## src/rtl/wwd_pkg.sv

```systemverilog
package wwd_pkg;
  localparam int unsigned OFS_W = 5;
  localparam logic [OFS_W-1:0] OFS_KEY  = 5'h00;
  localparam logic [OFS_W-1:0] OFS_CTRL = 5'h04;
  localparam logic [OFS_W-1:0] OFS_CFG  = 5'h08;
  localparam logic [OFS_W-1:0] OFS_FW   = 5'h0C;
  localparam logic [OFS_W-1:0] OFS_SW   = 5'h10;
  localparam int unsigned BIT_EN  = 0;
  localparam int unsigned BIT_SEL = 8;
  localparam int unsigned BIT_IRQ = 16;
  typedef enum logic [1:0] {PH_OFF, PH_CLOSED, PH_OPEN} phase_t;
endpackage

```

## src/rtl/wwd_regs.sv

```systemverilog
module wwd_regs
  import wwd_pkg::*;
#(
  parameter int unsigned DATA_W = 32,
  parameter int unsigned ADDR_W = 5,
  parameter int unsigned CNT_W  = 32
) (
  input  logic              clk,
  input  logic              rst,
  input  logic              wr_en,
  input  logic [ADDR_W-1:0] addr,
  input  logic [DATA_W-1:0] wr_data,
  input  logic              w2_entry,
  output logic [DATA_W-1:0] rd_data,
  output logic [CNT_W-1:0]  fw_cnt,
  output logic [CNT_W-1:0]  sw_cnt,
  output logic              evt_start,
  output logic              evt_stop,
  output logic              evt_refresh,
  output logic              irq_o
);
  localparam logic [ADDR_W-1:0] A_KEY  = ADDR_W'(OFS_KEY);
  localparam logic [ADDR_W-1:0] A_CTRL = ADDR_W'(OFS_CTRL);
  localparam logic [ADDR_W-1:0] A_CFG  = ADDR_W'(OFS_CFG);
  localparam logic [ADDR_W-1:0] A_FW   = ADDR_W'(OFS_FW);
  localparam logic [ADDR_W-1:0] A_SW   = ADDR_W'(OFS_SW);

  logic              unlock_q, en_q, sel_q, irq_q;
  logic [DATA_W-1:0] cfg_q;
  logic [CNT_W-1:0]  fw_q, sw_q;
  logic [DATA_W-1:0] rd_d;
  logic              key_wr, other_wr, granted, ctrl_wr;

  assign key_wr   = wr_en && (addr == A_KEY);
  assign other_wr = wr_en && (addr != A_KEY);
  assign granted  = other_wr && unlock_q;
  assign ctrl_wr  = granted && (addr == A_CTRL);

  assign evt_start   = ctrl_wr && wr_data[BIT_EN] && !en_q;
  assign evt_stop    = ctrl_wr && !wr_data[BIT_EN];
  assign evt_refresh = ctrl_wr && wr_data[BIT_EN] && en_q && wr_data[BIT_SEL] && !sel_q;

  always_ff @(posedge clk) begin
    if (rst) begin
      unlock_q <= 1'b0;
      en_q     <= 1'b0;
      sel_q    <= 1'b0;
      irq_q    <= 1'b0;
      cfg_q    <= '0;
      fw_q     <= '0;
      sw_q     <= '0;
    end else begin
      if (key_wr)        unlock_q <= wr_data[0];
      else if (other_wr) unlock_q <= 1'b0;
      if (ctrl_wr) begin
        en_q  <= wr_data[BIT_EN];
        sel_q <= wr_data[BIT_SEL];
      end
      if (w2_entry)                          irq_q <= 1'b1;
      else if (ctrl_wr && wr_data[BIT_IRQ])  irq_q <= 1'b0;
      if (granted && addr == A_CFG) cfg_q <= wr_data;
      if (granted && addr == A_FW)  fw_q  <= wr_data[CNT_W-1:0];
      if (granted && addr == A_SW)  sw_q  <= wr_data[CNT_W-1:0];
    end
  end

  always_comb begin
    rd_d = '0;
    case (addr)
      A_KEY:  rd_d[0] = unlock_q;
      A_CTRL: begin
        rd_d[BIT_EN]  = en_q;
        rd_d[BIT_SEL] = sel_q;
        rd_d[BIT_IRQ] = irq_q;
      end
      A_CFG:  rd_d = cfg_q;
      A_FW:   rd_d = DATA_W'(fw_q);
      A_SW:   rd_d = DATA_W'(sw_q);
      default: rd_d = '0;
    endcase
  end

  always_ff @(posedge clk) begin
    if (rst) rd_data <= '0;
    else     rd_data <= rd_d;
  end

  assign fw_cnt = fw_q;
  assign sw_cnt = sw_q;
  assign irq_o  = irq_q;
endmodule

```

## src/rtl/wwd_timer.sv

```systemverilog
module wwd_timer
  import wwd_pkg::*;
#(
  parameter int unsigned CNT_W = 32
) (
  input  logic             clk,
  input  logic             rst,
  input  logic             start,
  input  logic             stop,
  input  logic             refresh,
  input  logic [CNT_W-1:0] fw_cnt,
  input  logic [CNT_W-1:0] sw_cnt,
  output logic             w2_entry,
  output logic             wdt_rst
);
  localparam logic [CNT_W-1:0] ONE = CNT_W'(1);

  phase_t           ph_q, ph_d;
  logic [CNT_W-1:0] cnt_q, cnt_d;
  logic             fire, reload;

  always_comb begin
    ph_d     = ph_q;
    cnt_d    = cnt_q;
    fire     = 1'b0;
    reload   = 1'b0;
    w2_entry = 1'b0;
    if (stop) begin
      ph_d = PH_OFF;
    end else if (start) begin
      reload = 1'b1;
    end else begin
      case (ph_q)
        PH_CLOSED: begin
          if (refresh) begin
            fire   = 1'b1;
            reload = 1'b1;
          end else if (cnt_q <= ONE) begin
            ph_d     = PH_OPEN;
            cnt_d    = sw_cnt;
            w2_entry = 1'b1;
          end else begin
            cnt_d = cnt_q - ONE;
          end
        end
        PH_OPEN: begin
          if (refresh) begin
            reload = 1'b1;
          end else if (cnt_q <= ONE) begin
            fire   = 1'b1;
            reload = 1'b1;
          end else begin
            cnt_d = cnt_q - ONE;
          end
        end
        default: ;
      endcase
    end
    if (reload) begin
      if (fw_cnt == '0) begin
        ph_d     = PH_OPEN;
        cnt_d    = sw_cnt;
        w2_entry = 1'b1;
      end else begin
        ph_d  = PH_CLOSED;
        cnt_d = fw_cnt;
      end
    end
  end

  always_ff @(posedge clk) begin
    if (rst) begin
      ph_q    <= PH_OFF;
      cnt_q   <= '0;
      wdt_rst <= 1'b0;
    end else begin
      ph_q    <= ph_d;
      cnt_q   <= cnt_d;
      wdt_rst <= fire;
    end
  end
endmodule

```

## src/rtl/win_watchdog.sv

```systemverilog
module win_watchdog #(
  parameter int unsigned DATA_W = 32,
  parameter int unsigned ADDR_W = 5,
  parameter int unsigned CNT_W  = 32
) (
  input  logic              clk,
  input  logic              rst,
  input  logic              wr_en,
  input  logic [ADDR_W-1:0] addr,
  input  logic [DATA_W-1:0] wr_data,
  output logic [DATA_W-1:0] rd_data,
  output logic              wdt_rst_o,
  output logic              irq_o
);
  logic [CNT_W-1:0] fw_cnt, sw_cnt;
  logic             evt_start, evt_stop, evt_refresh, w2_entry;

  wwd_regs #(.DATA_W(DATA_W), .ADDR_W(ADDR_W), .CNT_W(CNT_W)) u_regs (
    .clk(clk), .rst(rst), .wr_en(wr_en), .addr(addr), .wr_data(wr_data),
    .w2_entry(w2_entry), .rd_data(rd_data), .fw_cnt(fw_cnt), .sw_cnt(sw_cnt),
    .evt_start(evt_start), .evt_stop(evt_stop), .evt_refresh(evt_refresh),
    .irq_o(irq_o)
  );

  wwd_timer #(.CNT_W(CNT_W)) u_tim (
    .clk(clk), .rst(rst), .start(evt_start), .stop(evt_stop),
    .refresh(evt_refresh), .fw_cnt(fw_cnt), .sw_cnt(sw_cnt),
    .w2_entry(w2_entry), .wdt_rst(wdt_rst_o)
  );
endmodule

```

## config.mk

```make
export PLATFORM = sky130hd
export DESIGN_NAME = win_watchdog
export DESIGN_NICKNAME = d
export VERILOG_FILES = /design/src/rtl/wwd_pkg.sv /design/src/rtl/wwd_regs.sv /design/src/rtl/wwd_timer.sv /design/src/rtl/win_watchdog.sv
export SDC_FILE = /design/constraint.sdc
export NUM_CORES = 1
export LEC_CHECK = 0
export BUFFER_PORTS_ARGS = -buffer_cell sky130_fd_sc_hd__buf_2
export CAP_MARGIN = 10
export CORE_ASPECT_RATIO = 1.4
export CORE_MARGIN = 4
export CORE_UTILIZATION = 45
export CTS_BUF_LIST = sky130_fd_sc_hd__clkbuf_8 sky130_fd_sc_hd__clkbuf_16
export DETAILED_ROUTE_END_ITERATION = 7
export GPL_TIMING_DRIVEN = 0
export SLEW_MARGIN = 20
export SYNTH_ARGS = -nofsm -noshare
export SYNTH_HDL_FRONTEND = slang
export SYNTH_SLANG_ARGS = --single-unit
```

## constraint.sdc

```tcl
create_clock -name clk -period 2.7 [get_ports clk]
set_input_delay 0.135 -clock clk [delete_from_list [all_inputs] [get_ports clk]]
set_output_delay 0.135 -clock clk [all_outputs]
set_load 0.01 [all_outputs]
```

== After elaboration in Yosys (flattened, before gate mapping) ==
Index checks and enable logic that the tools add are counted.
W data, S select, Z words.

* Add/subtract/negate cells: 1
* $lt $le $gt $ge: 1
* Eq/ne operators: 13
* Muxes and demuxes: 39
* Reductions and logical operators: 28

{| class="wikitable"
|+ Operators by type and width
! operator !! number
|-
| $mux W32 || 8
|-
| $pmux W32 S2 || 1
|-
| $pmux W15 S3 || 1
|-
| $pmux W7 S3 || 2
|-
| $le A32 B1 Y1 const B || 1
|-
| $logic_not A32 Y1 || 1
|-
| $sub A32 B1 Y32 const B || 1
|-
| $mux W1 || 15
|-
| $logic_and A1 B1 Y1 || 14
|-
| $mux W2 || 7
|-
| $ne A3 B2 Y1 const B || 4
|-
| $eq A5 B4 Y1 const B || 2
|-
| $reduce_bool A3 Y1 || 3
|-
| $pmux W1 S4 || 2
|-
| $reduce_and A6 Y1 || 1
|-
| $eq A5 B3 Y1 const B || 1
|-
| $eq A5 B5 Y1 const B || 1
|-
| $logic_not A5 Y1 || 1
|-
| $pmux W1 S5 || 1
|-
| $reduce_bool A5 Y1 || 1
|-
| $ne A2 B1 Y1 const B || 2
|-
| $pmux W1 S2 || 2
|-
| $reduce_and A4 Y1 || 1
|-
| $reduce_bool A2 Y1 || 2
|-
| other kinds (5) || 7
|}

* Bits in registers: 167
* Bits of input ports: 40
* Output and inout port bits: 34

== Logic depth before layout (Yosys ltp) ==
Gate-level depths: netlist of run 1.

* Word-level depth: 15
* Depth in mapped cells: 11
* Depth with buffers taken out: 9

== By module ==
Synthesis of run 1 repeated with hierarchy kept, for this count alone.

* Cells, all modules: 962
* Area total of the unflattened synthesis: 8413.1 sq um

{| class="wikitable"
|+ By module, submodules not included
! module !! times used !! cells an instance !! area each (sq um)
|-
| wwd_regs || 1 || 624 || 5728.0
|-
| wwd_timer || 1 || 338 || 2685.1
|}

== Worst setup path after synthesis of run 1 ==
No wires, ideal clock.

* Path kind: register -> register
* From: reg u_tim.ph_q[0]
* To: reg u_tim.cnt_q[1]
* Setup time: 0.095 ns
* Data arrival time: 2.249 ns
* Required time: 2.605 ns
* Setup slack: 0.356 ns
* Stages on the path, launching flop included: 10
* Clock period less this slack: 2.344 ns
* Cells stage by stage: dfxtp_1 -> inv_1 -> ha_1 -> nor2b_1 -> o31ai_4 -> nor4_2 -> o22a_2 -> buf_2 -> a221oi_1 -> a221oi_1

* Longest elaborated chain between the ends: 6

{| class="wikitable"
|+ RTL lines
! what !! RTL line !! RTL
|-
| start, declared || wwd_timer.sv:18 || <nowiki>phase_t ph_q, ph_d;</nowiki>
|-
| start signal, assigned || wwd_timer.sv:77 || <nowiki>ph_q <= ph_d;</nowiki>
|-
| $eq A2 B2 Y1 or $eq A2 B1 Y1 (tied branches) || wwd_timer.sv:33 || <nowiki>case (ph_q)</nowiki>
|-
| $pmux W1 S2 || wwd_timer.sv:33 ||
|-
| $mux W1 || wwd_timer.sv:30 || <nowiki>end else if (start) begin</nowiki>
|-
| $mux W1 || wwd_timer.sv:28 || <nowiki>if (stop) begin</nowiki>
|-
| $ne A3 B2 Y1 (no source line), or another cell as far along || -- ||
|-
| $reduce_and A6 Y1 (no source line) || -- ||
|-
| end signal, assigned || wwd_timer.sv:78 || <nowiki>cnt_q <= cnt_d;</nowiki>
|-
| end, declared || wwd_timer.sv:19 || <nowiki>logic [CNT_W-1:0] cnt_q, cnt_d;</nowiki>
|}

Several ways; a longest one is shown, not always the timed one. The select of a mux whose other input is x is not followed.
A chain may end at the register's enable or synchronous reset.

== Worst setup path after layout of run 1 ==
* From: reg u_tim.cnt_q[13]
* To: reg u_tim.cnt_q[6]

* Longest elaborated chain between the ends: 8

{| class="wikitable"
|+ RTL lines
! what !! RTL line !! RTL
|-
| $le A32 B1 Y1 * || wwd_timer.sv:38, wwd_timer.sv:49 ||
|-
| $mux W1 || wwd_timer.sv:49 || <nowiki>end else if (cnt_q <= ONE) begin</nowiki>
|-
| $mux W1 || wwd_timer.sv:47 || <nowiki>if (refresh) begin</nowiki>
|-
| $pmux W1 S2 || wwd_timer.sv:33 ||
|-
| $mux W1 || wwd_timer.sv:30 ||
|-
| $mux W1 || wwd_timer.sv:28 ||
|-
| $ne A3 B2 Y1 (no source line), or another cell as far along || -- ||
|-
| $reduce_and A6 Y1 (no source line) || -- ||
|}

Mark *: on every way between the ends. The rest lies on a longest branch, timed or not. The select of a mux whose other input is x is not followed.

==> summary.md, run 1 <==
| Metric | Value |
|---|---|
| Routed Antenna Nets | `0` |
| CP Cell Sequence | `nor4_4, nand4_4, o41ai_4, a21oi_4, buf_2, a32o_1, a21oi_1, o32ai_1` |
| Worst Reg2Reg Path Length in Cells | `8` |
| Max_slew headroom | `0.334` |
| Most frequent cell after synthesis | `nand2_1` |
| Vias in the first global route | `7,514` |
| Global-route wire length before repair | `41.4 mm` |
| Worst R2R Start | `u_tim.cnt_q[13]$_SDFFE_PP0P_` |
| Total CTS buffers | `17` |
| Routed met3 length | `1.48 mm` |
| Worst hold start | `wr_data[8]` |
| Pre-Repair DR Iteration Count | `8` |
| DRC errors left | `0` |
| Comb power frac | `0.040` |
| DR WL met2 | `13.6 mm` |
| Synth Flop Type | `dfxtp_1` |
| Largest net degree at the start of global routing | `17` |
| Syn_nets | `993` |
| Mapped Avg Cell Area | `8.13 um2` |
| Pwr dens | `549 nW/um2` |
| Register bit total from synthesis | `167` |
| Total grt overflow | `0` |
| # rows | `56` |
| Async SR Flop Fraction | `0` |
| Final instance area | `9370 um2` |
| Worst Path Required | `2.99 ns` |
| Max incr delay on CP | `0.49 ns` |
| Outcome | `completed` |
| Routed wire length | `27.0 mm` |
| Switching pwr | `1.17 mW` |
| Max-slew violation count | `0` |
| WP data arrival | `2.95 ns` |
| Metal-1 WL | `10.4 mm` |
| Max-Cap Viols | `0` |
| Sequential Power Share | `0.479` |
| Clock power share | `0.481` |
| Hold_ws | `0.0169 ns` |
| Critical path type | `reg -> reg` |
| Die height | `163 um` |
| Endpoints failing setup | `0` |
| Slowest-stage cell, CP | `o41ai_4` |
| Die X | `119 um` |
| Placer Congestion | `0.918` |
| Startpoint types | `register` |
| Leak pwr | `3.40 nW` |
| Synth unique cells | `71` |
| Starting Density | `0.459` |
| Net count, final | `1,117` |
| Clock latency on the worst-skew pair | `0.43 ns` |
| Post-Syn Instances | `949` |
| Highest routed layer | `met4` |
| Antenna diode count | `0` |
| CTS tree | `done` |
| VDD IR-drop max | `0.353 mV` |
| Worst-path clk slew | `0.06 ns` |
| Setup Skew | `0.00774 ns` |
| P_int | `3.97 mW` |
| Final hold vios | `0` |
| Reg2Reg Capture Point | `u_tim.cnt_q[6]$_SDFFE_PP0P_` |
| Hold Path Class | `in -> reg` |
| Cell Area, Placed | `8330 um2` |
| Synth Cell Area | `7720 um2` |
| Max frequency | `376 MHz` |
| Register area share after synthesis | `0.433` |
| Num ports | `74` |
| Hold Path Cell Cnt | `3` |
| P&R area growth vs syn | `21.3%` |
| Vias | `7,632` |
| Slack of the worst reg-to-reg path | `0.04 ns` |
| Worst-Margin Slew | `0.992 ns` |
| Initial antenna violation count | `0` |
| Yosys warns | `0` |
| Total power | `5.14 mW` |
| Layout cell share with drive strength beyond 1 | `0.169` |
| Avg Vias per Cell | `5.93` |
| Fill cells | `1,632` |
| # clock sinks | `167` |
| Final min period | `2.66 ns` |
| Hpwl dp | `19.0 mm` |
| Die area | `19,300 um2` |
| Leading area contributor after synthesis | `dfxtp_1` |
| Setup crit end kind | `register` |
| I/O Buffers | `72` |
| Clk root buf | `clkbuf_16` |
| Clock buffer depth | `2` |
| Synth cell count leaders | `225 x nand2_1, 167 x dfxtp_1, 132 x a21oi_1` |
| Critical Path Fanout Max | `10` |
| Placed Cells | `1,224` |
| H-tree depth | `4` |
| Core area | `16,800 um2` |
| Tot GR Track Use | `0.278` |
| Post-synth EDFFs | `0` |
| Final design utilization | `0.557` |
| Final period util | `0.985` |
| Top-area cell type share of the netlist area | `0.433` |
| Switch share | `0.228` |
| Worst Hold End | `u_regs.fw_cnt[8]$_SDFFE_PP0P_` |
| DRT iter0 DRCs | `576` |
| Final std cells w/o fill | `1,288` |
| RSZ-0062 raised after global routing | `true` |
| Synth top area cells | `dfxtp_1 43%, nand2_1 11%, a21oi_1 8.6%` |
| Wire length per cell | `20.9 um` |
worst max-delay path by stage:
stage	startpoint	to	slack, ns	cells after the start
final	u_tim.cnt_q[13]$_SDFFE_PP0P_	u_tim.cnt_q[6]$_SDFFE_PP0P_	0.04	8
after global routing	u_regs.unlock_q$_SDFFE_PP0P_	u_tim.cnt_q[5]$_SDFFE_PP0P_	-0.01	7
after CTS	u_tim.ph_q[0]$_SDFFE_PP0P_	u_tim.cnt_q[1]$_SDFFE_PP0P_	-0.02	9
after detailed placement	addr[1]	u_regs.cfg_q[11]$_SDFFE_PP0P_	-0.28	8
after global placement	addr[1]	u_regs.cfg_q[12]$_SDFFE_PP0P_	-0.26	8
after floorplan	u_tim.ph_q[0]$_SDFFE_PP0P_	u_tim.cnt_q[1]$_SDFFE_PP0P_	0.36	9
final cells by class:
class                           instances  area (um2)  share of cell area
Multi-Input combinational cell        695        4120               0.440
Sequential cell                       167        3340               0.357
Timing Repair Buffer                  105         681              0.0727
Buffer                                 68         309              0.0330
Tap cell                              203         254              0.0271
Clock inverter                         11         121              0.0130
Clock buffer                           20         467              0.0498
Inverter                               19        71.3             0.00761
stage by stage:
step | setup TNS (ns) | setup slack, ns
6_report | 0 | 0.0409
5_1_grt | -0.0307 | -0.0150
4_1_cts | -0.0181 | -0.0181
3_5_place_dp | -7.51 | -0.281
3_3_place_gp | -7.43 | -0.263
2_1_floorplan | 0 | 0.356
sequential cells by signal, summed over array words and instances, names as in the netlist:
name	count
u_regs.fw_cnt	32
u_regs.sel_q	1
u_regs.rd_data	32
u_regs.unlock_q	1
u_tim.wdt_rst	1
u_tim.cnt_q	32
u_regs.cfg_q	32
u_regs.irq_o	1
u_regs.en_q	1
u_regs.sw_cnt	32
u_tim.ph_q	2
power by group through the flow:
stage | clock (mW) | combinational, mW | sequential (mW)
finish | 2.47 | 0.206 | 2.46
global route | 2.60 | 0.220 | 2.46
CTS | 2.49 | 0.203 | 2.46
detailed placement | 0 | 0.171 | 2.52
global placement | 0 | 0.171 | 2.52
floorplan | 0 | 0.0734 | 2.52
cells by family (layout without fill, tap and decap cells):
group | Yosys count | after routing | share of synthesized area
mux | 34 | 34 | 0.0511
xor+xnor | 9 | 9 | 0.0102
simple gates | 384 | 384 | 0.224
fa+ha+maj | 4 | 4 | 0.00648
buf+inv | 87 | 223 | 0.0483
compound gates | 264 | 264 | 0.227
flops | 167 | 167 | 0.433
layout by cell type (no fill, tap or decap), drive strengths merged, types with 3 or more instances in the layout:
cell type and count:
a2111oi 3, a211oi 10, a21boi 4, a21o 3, a21oi 133, a221oi 10, a222oi 3, a22o 3
a22oi 42, a311oi 3, a31oi 4, a32o 7, a32oi 3, and4 3, buf 90, clkbuf 74
clkinv 4, dfxtp 167, dlygate4sd3 29, ha 4, inv 23, mux2 33, nand2 226, nand2b 6
nand3 10, nand4 8, nand4b 3, nor2 75, nor3 13, nor4 18, o21ai 9, o31ai 4
o32ai 12, or3 6, xnor2 8
metal layers:
layer,track usage,up-vias
li1,-,3629
met3,0.0438,86
met5,0,-
met4,0.177,0
met2,0.489,305
met1,0.312,3612
worst max-delay path, delay by kind of cell (launching register included):
| kind | cells | cell delay, ns |
|---|---|---|
| compound gates | 5 | 1.20 |
| simple gates | 2 | 0.73 |
| flops | 1 | 0.34 |
| buf+inv | 1 | 0.24 |
what timing repair did:
| item | 4_1_cts | 5_1_grt |
|---|---|---|
| hold buffers | 29 | 0 |
| setup endpoints to repair | 10 | 36 |
| setup buffers | 0 | 4 |
| resized for setup | 4 | 19 |
| pin swaps | 0 | 5 |
| hold endpoints to repair | 87 | 0 |
No activity file was read; power rests on OpenSTA's default activity.
==> run 2: changes to the inputs <==
==> constraint.sdc (replaced) <==
create_clock -name clk -period 2.7 [get_ports clk]
set_input_delay 0.27 -clock clk [delete_from_list [all_inputs] [get_ports clk]]
set_output_delay 0.27 -clock clk [all_outputs]
set_load 0.01 [all_outputs]
==> run 2 against run 1 <==
Fmax is 1.4% lower. Sequential power barely moved. Clock skew about the same. Largest power group unchanged. Sequential share of layout area up 1.2 points. Setup slack got worse by 0.039 ns. Core utilization fell by 1.8 points.
==> summary.md, run 2 (synthesized netlist as in run 1, its figures left out) <==
| Metric | Value |
|---|---|
| Final instance area | `9060 um2 (-3.3%)` |
| Routed Antenna Nets | `0 (unchanged)` |
| Final hold vios | `0 (unchanged)` |
| Net count, final | `1,089 (-2.5%)` |
| Critical Path Fanout Max | `10 (unchanged)` |
| # clock sinks | `167 (unchanged)` |
| Sequential Power Share | `0.482 (+0.003)` |
| Critical path type | `reg -> reg` |
| P&R area growth vs syn | `17.4%` |
| Clock power share | `0.485 (+0.004)` |
| Worst-path clk slew | `0.07 ns (about the same)` |
| Global-route wire length before repair | `40.9 mm (-1.3%)` |
| CTS tree | `done` |
| Switch share | `0.229 (+0.00156)` |
| Starting Density | `0.459 (unchanged)` |
| Endpoints failing setup | `0 (unchanged)` |
| Clock latency on the worst-skew pair | `0.44 ns (about the same)` |
| DRT iter0 DRCs | `577 (+0.17%)` |
| Initial antenna violation count | `0 (unchanged)` |
| Setup Skew | `0.00736 ns (-0.000383 ns)` |
| Max frequency | `371 MHz (-1.4%)` |
| Avg Vias per Cell | `6.00 (+1.2%)` |
| Cell Area, Placed | `8330 um2 (unchanged)` |
| Max-slew violation count | `0 (unchanged)` |
| Met3 Resource Use GR | `0.0445 (+0.000695)` |
| Total CTS buffers | `17 (unchanged)` |
| Placer Congestion | `0.918 (unchanged)` |
| Antenna diode count | `0 (unchanged)` |
| Fill cells | `1,662 (+1.8%)` |
| Vias | `7,554 (-1.0%)` |
| Clk root buf | `clkbuf_16` |
| Commonest cells after routing, fill and taps aside | `225 x nand2_1, 167 x dfxtp_1, 132 x a21oi_1` |
| Busiest grt layer | `met2` |
| Largest net degree at the start of global routing | `17 (unchanged)` |
| H-tree depth | `4 (unchanged)` |
| Max-Cap Viols | `0 (unchanged)` |
| Final min period | `2.70 ns (+0.0387 ns)` |
| Routed wire length | `26.6 mm (-1.3%)` |
| P_int | `3.94 mW (-0.70%)` |
| # rows | `56 (unchanged)` |
| I/O Buffers | `72 (unchanged)` |
| Grt met1 use | `0.310 (-0.00290)` |
| Wire length per cell | `21.1 um (+0.88%)` |
| Tot GR Track Use | `0.275 (-0.00303)` |
| Die X | `119 um (unchanged)` |
| Die area | `19,300 um2 (unchanged)` |
| Total power | `5.11 mW (-0.50%)` |
| Final period util | `0.999 (+0.0143)` |
| WP data arrival | `2.99 ns (+0.04 ns)` |
| Hpwl dp | `19.0 mm (unchanged)` |
| Core area | `16,800 um2 (unchanged)` |
| Leak pwr | `3.27 nW (-3.8%)` |
| RSZ-0062 raised after global routing | `true` |
| Worst Path Required | `3.00 ns (about the same)` |
| Vias in the first global route | `7,385 (-1.7%)` |
| Outcome | `completed` |
| Startpoint types | `register` |
| Commonest non-fill, non-tap cell in the layout | `nand2_1` |
| Pwr dens | `564 nW/um2 (+2.9%)` |
| Layout cell share with drive strength beyond 1 | `0.174 (+0.00541)` |
| Clock buffer depth | `2 (unchanged)` |
| Total grt overflow | `0 (unchanged)` |
| Met2 Use GR | `0.482 (-0.00776)` |
| Die height | `163 um (unchanged)` |
| Setup crit end kind | `register` |
| Max_slew headroom | `0.293 (-0.0408)` |
| DRC errors left | `0 (unchanged)` |
| Hold Path Class | `in -> reg` |
| Worst-Margin Slew | `1.05 ns (+0.0607 ns)` |
| Pre-Repair DR Iteration Count | `5 (-3)` |
| Comb power frac | `0.034 (-0.006)` |
| Hold_buf cts | `0 (-100%)` |
| Switching pwr | `1.17 mW (+0.18%)` |
| VDD IR-drop max | `0.358 mV (+1.4%)` |
| Num ports | `74 (unchanged)` |
[run 2: critical path, cell delays in order, from the launching register on]
cell and delay, ns:
dfxtp_1 0.34, nor4_4 0.45, nand4_4 0.27, o41ai_2 0.55, a21oi_4 0.17, buf_2 0.24
a32o_1 0.28, a21oi_1 0.14, o32ai_1 0.10
[run 2: final cells by class]
class | count | area (um2) | area share
Buffer | 68 | 309 | 0.0341
Clock buffer | 20 | 467 | 0.0515
Clock inverter | 11 | 121 | 0.0134
Inverter | 19 | 71.3 | 0.00787
Multi-Input combinational cell | 695 | 4100 | 0.452
Sequential cell | 167 | 3340 | 0.369
Tap cell | 203 | 254 | 0.0280
Timing Repair Buffer | 77 | 398 | 0.0439
[run 2: through the flow]
stage	worst slack (ns)	hold slack [ns]	instances	util	TNS [ns]
2_1_floorplan	0.356	0.406	949	-	0
3_3_place_gp	-0.398	0.442	1224	0.496	-15.72
3_5_place_dp	-0.416	0.447	1224	0.496	-14.87
4_1_cts	-0.0181	0.0787	1255	0.531	-0.0181
5_1_grt	-0.0577	0.0869	1260	0.539	-0.390
6_report	0.00220	0.0858	1260	0.539	0
[run 2: routing by layer]
metal | wire, um | vias to the layer above | part of all wire
li1 | - | 3577 | -
met1 | 10200 | 3554 | 0.38
met2 | 13300 | 333 | 0.50
met3 | 1690 | 90 | 0.063
met4 | 1430 | 0 | 0.054
met5 | 0 | - | 0
[run 2: repair_timing]
item	in CTS	in global routing
endpoints found under the setup margin	10	62
pin swaps	0	5
hold endpoints to repair	0	0
buffers inserted	0	5
resized for setup	4	16
[run 2: power groups by stage]
| stage | Clock [mW] | Sequential, mW | Combinational, mW |
|---|---|---|---|
| after floorplan | 0 | 2.52 | 0.0734 |
| after global placement | 0 | 2.52 | 0.171 |
| after detailed placement | 0 | 2.52 | 0.171 |
| after CTS | 2.49 | 2.46 | 0.171 |
| after global routing | 2.60 | 2.46 | 0.185 |
| final | 2.48 | 2.46 | 0.173 |
[run 2: worst paths after layout]
check                           cells past startpoint  slack, ns                              to                     startpoint
worst max-delay path                                8      0.002     u_tim.cnt_q[6]$_SDFFE_PP0P_   u_tim.cnt_q[13]$_SDFFE_PP0P_
worst min-delay path                                3       0.09  u_regs.sw_cnt[11]$_SDFFE_PP0P_                    wr_data[11]
worst max register to register                      8      0.002     u_tim.cnt_q[6]$_SDFFE_PP0P_   u_tim.cnt_q[13]$_SDFFE_PP0P_
worst min register to register                      2       0.45   u_regs.cfg_q[24]$_SDFFE_PP0P_  u_regs.cfg_q[24]$_SDFFE_PP0P_
==> run 3: changes to the inputs <==
Settings changed: CORE_MARGIN 4 to 5.
==> run 3 against run 2 <==
Sequential share of layout area fell by 0.46 points. Cell area rose by 1.3%. Setup slack better by 0.062 ns. Cell count increased by 0.32%. Sequential cell count is the same. Critical path depth unchanged. Via count grew 1.1%. Count of clock-buffer cells in the layout did not move. Clock skew rose by 0.0019 ns. Fmax rose by 2.4%. Largest cell class unchanged. Highest routed layer unchanged.
==> summary.md, run 3 (synthesized netlist as in run 1, its figures left out) <==
| Metric | Value |
|---|---|
| Pre-Repair DR Iteration Count | `6 (+1)` |
| Layout cell share with drive strength beyond 1 | `0.177 (+0.00311)` |
| Final period util | `0.976 (-0.0231)` |
| Max incr delay on CP | `0.44 ns (-0.11 ns)` |
| Leak pwr | `3.34 nW (+2.1%)` |
| I/O Buffers | `72 (unchanged)` |
| Total grt overflow | `0 (unchanged)` |
| Routed wire length | `26.8 mm (+0.54%)` |
| Final min period | `2.64 ns (-0.0624 ns)` |
| Global-route wire length before repair | `41.5 mm (+1.4%)` |
| Clk root buf | `clkbuf_16` |
| Busiest grt layer | `met2` |
| Worst-Margin Slew | `1.03 ns (-0.0227 ns)` |
| DRC errors left | `0 (unchanged)` |
| P&R area growth vs syn | `18.8%` |
| Final TNS setup | `0 ns (unchanged)` |
| Hold Path Class | `in -> reg` |
| Final hold vios | `0 (unchanged)` |
| Switch share | `0.226 (-0.00355)` |
| Hold_buf cts | `0 (unchanged)` |
| Slowest-stage cell, CP | `nor4_4` |
| Final design utilization | `0.546 (+0.00684)` |
| Worst-path clk slew | `0.07 ns (about the same)` |
| Grt met1 use | `0.316 (+0.00675)` |
| Worst hold start | `wr_data[5]` |
| Met2 Use GR | `0.482 (+0.000819)` |
| CP top delay family | `simple AND/OR/NAND/NOR gates` |
| Setup Skew | `0.00929 ns (+0.00193 ns)` |
| Clock power share | `0.494 (+0.009)` |
| Clock buffer depth | `2 (unchanged)` |
| Starting Density | `0.459 (unchanged)` |
| Avg Vias per Cell | `6.04 (+0.78%)` |
| Setup crit end kind | `register` |
| # rows | `56 (unchanged)` |
| P_int | `4.04 mW (+2.5%)` |
| Net count, final | `1,092 (+0.28%)` |
| CTS tree | `done` |
| Sequential Power Share | `0.472 (-0.010)` |
| Worst Path Required | `3.03 ns (+0.03 ns)` |
| Buf/Inv on CP | `2 (+1)` |
| Outcome | `completed` |
| Switching pwr | `1.18 mW (+0.46%)` |
| Placer Congestion | `0.934 (+1.7%)` |
| Vias in the first global route | `7,447 (+0.84%)` |
| DRT iter0 DRCs | `592 (+2.6%)` |
| Die area | `19,900 um2 (+2.9%)` |
| # clock sinks | `167 (unchanged)` |
| Clock latency on the worst-skew pair | `0.43 ns (about the same)` |
| Place WS | `-0.289 ns (+0.127 ns)` |
| Fill cells | `1,623 (-2.3%)` |
| Met3 Resource Use GR | `0.0439 (-0.000625)` |
| Tot GR Track Use | `0.273 (-0.00231)` |
| Max frequency | `379 MHz (+2.4%)` |
| Antenna diode count | `0 (unchanged)` |
| VDD IR-drop max | `0.363 mV (+1.4%)` |
| Pwr dens | `569 nW/um2 (+0.76%)` |
| H-tree depth | `4 (unchanged)` |
| Core area | `16,800 um2 (unchanged)` |
| Comb power frac | `0.034 (about the same)` |
| Max-Cap Viols | `0 (unchanged)` |
| Final WS setup | `0.0646 ns (+0.0624 ns)` |
| Routed Antenna Nets | `0 (unchanged)` |
| Commonest non-fill, non-tap cell in the layout | `nand2_1` |
| Wire length per cell | `21.2 um (+0.22%)` |
| Vias | `7,637 (+1.1%)` |
| Die height | `165 um (+1.2%)` |
| Max_slew headroom | `0.308 (+0.0153)` |
| Hpwl dp | `19.2 mm (+0.67%)` |
| Critical Path Fanout Max | `10 (unchanged)` |
| Startpoint types | `register` |
| Worst R2R Start | `u_tim.cnt_q[13]$_SDFFE_PP0P_` |
| Cell Area, Placed | `8340 um2 (about the same)` |
| Crit path from | `u_tim.cnt_q[13]$_SDFFE_PP0P_` |
| Max-slew violation count | `0 (unchanged)` |
| WP data arrival | `2.97 ns (-0.02 ns)` |
| Final instance area | `9180 um2 (+1.3%)` |
| Critical path type | `reg -> reg` |
| Largest net degree at the start of global routing | `17 (unchanged)` |
| CP Cell Sequence | `nor4_4, nand4_4, buf_4, nor4_4, o22a_2, buf_4, a221oi_1, a221oi_1` |
| Num ports | `74 (unchanged)` |
| Initial antenna violation count | `0 (unchanged)` |
| Total power | `5.22 mW (+2.0%)` |
| Commonest cells after routing, fill and taps aside | `225 x nand2_1, 167 x dfxtp_1, 132 x a21oi_1` |
| Die X | `121 um (+1.7%)` |
| Endpoints failing setup | `0 (unchanged)` |
| Total CTS buffers | `17 (unchanged)` |
==> run 3: changes by cell type in the layout (fill, tap and decap cells not counted), sizes merged <==
cell,before,now
clkinv,4,3
bufinv,2,3
buf,91,94
inv,23,25
clkinvlp,1,0
==> run 3: final timing paths <==
check | to | slack [ns] | cells after the start
worst min-delay path | u_regs.cfg_q[5]$_SDFFE_PP0P_ | 0.09 | 3
worst min register to register | u_regs.cfg_q[28]$_SDFFE_PP0P_ | 0.45 | 2
worst max register to register | u_tim.cnt_q[1]$_SDFFE_PP0P_ | 0.06 | 8
worst max-delay path | u_tim.cnt_q[1]$_SDFFE_PP0P_ | 0.06 | 8
==> run 3: final cells by class <==
| class | instances | area (um2) | share of cell area |
|---|---|---|---|
| Tap cell | 203 | 254 | 0.0277 |
| Clock buffer | 20 | 467 | 0.0509 |
| Inverter | 19 | 71.3 | 0.00777 |
| Buffer | 68 | 307 | 0.0334 |
| Sequential cell | 167 | 3340 | 0.364 |
| Multi-Input combinational cell | 695 | 4160 | 0.454 |
| Timing Repair Buffer | 80 | 420 | 0.0458 |
| Clock inverter | 12 | 150 | 0.0164 |
==> run 3: repair_timing <==
item                                    in CTS  in global routing
pin swaps                                    0                  9
endpoints found under the setup margin      10                 43
resized for setup                            6                 22
setup buffers                                0                  8
==> run 3: metal layers <==
layer / part of all wire / wire (um) / vias to the layer above
li1: - / - / 3578
met1: 0.39 / 10400 / 3691
met2: 0.51 / 13600 / 302
met3: 0.059 / 1590 / 66
met4: 0.041 / 1090 / 0
met5: 0 / 0 / -
==> run 3: worst min-delay path, delay by kind of cell <==
family | cells | cell delay (ns)
AO/OA/AOI/OAI | 1 | 0.05
buffers and inverters | 1 | 0.11
AND/OR/NAND/NOR | 1 | 0.05
==> run 3: through the flow <==
stage | hold slack, ns | cells
2_1_floorplan | 0.406 | 949
3_3_place_gp | 0.441 | 1224
3_5_place_dp | 0.448 | 1224
4_1_cts | 0.0822 | 1256
5_1_grt | 0.0895 | 1264
6_report | 0.0929 | 1264
==> run 3: power by group through the flow <==
stage | sequential (mW) | clock, mW | combinational (mW)
detailed placement | 2.52 | 0 | 0.173
finish | 2.46 | 2.58 | 0.176
CTS | 2.46 | 2.59 | 0.174
global route | 2.46 | 2.71 | 0.186
floorplan | 2.52 | 0 | 0.0734
global placement | 2.52 | 0 | 0.173
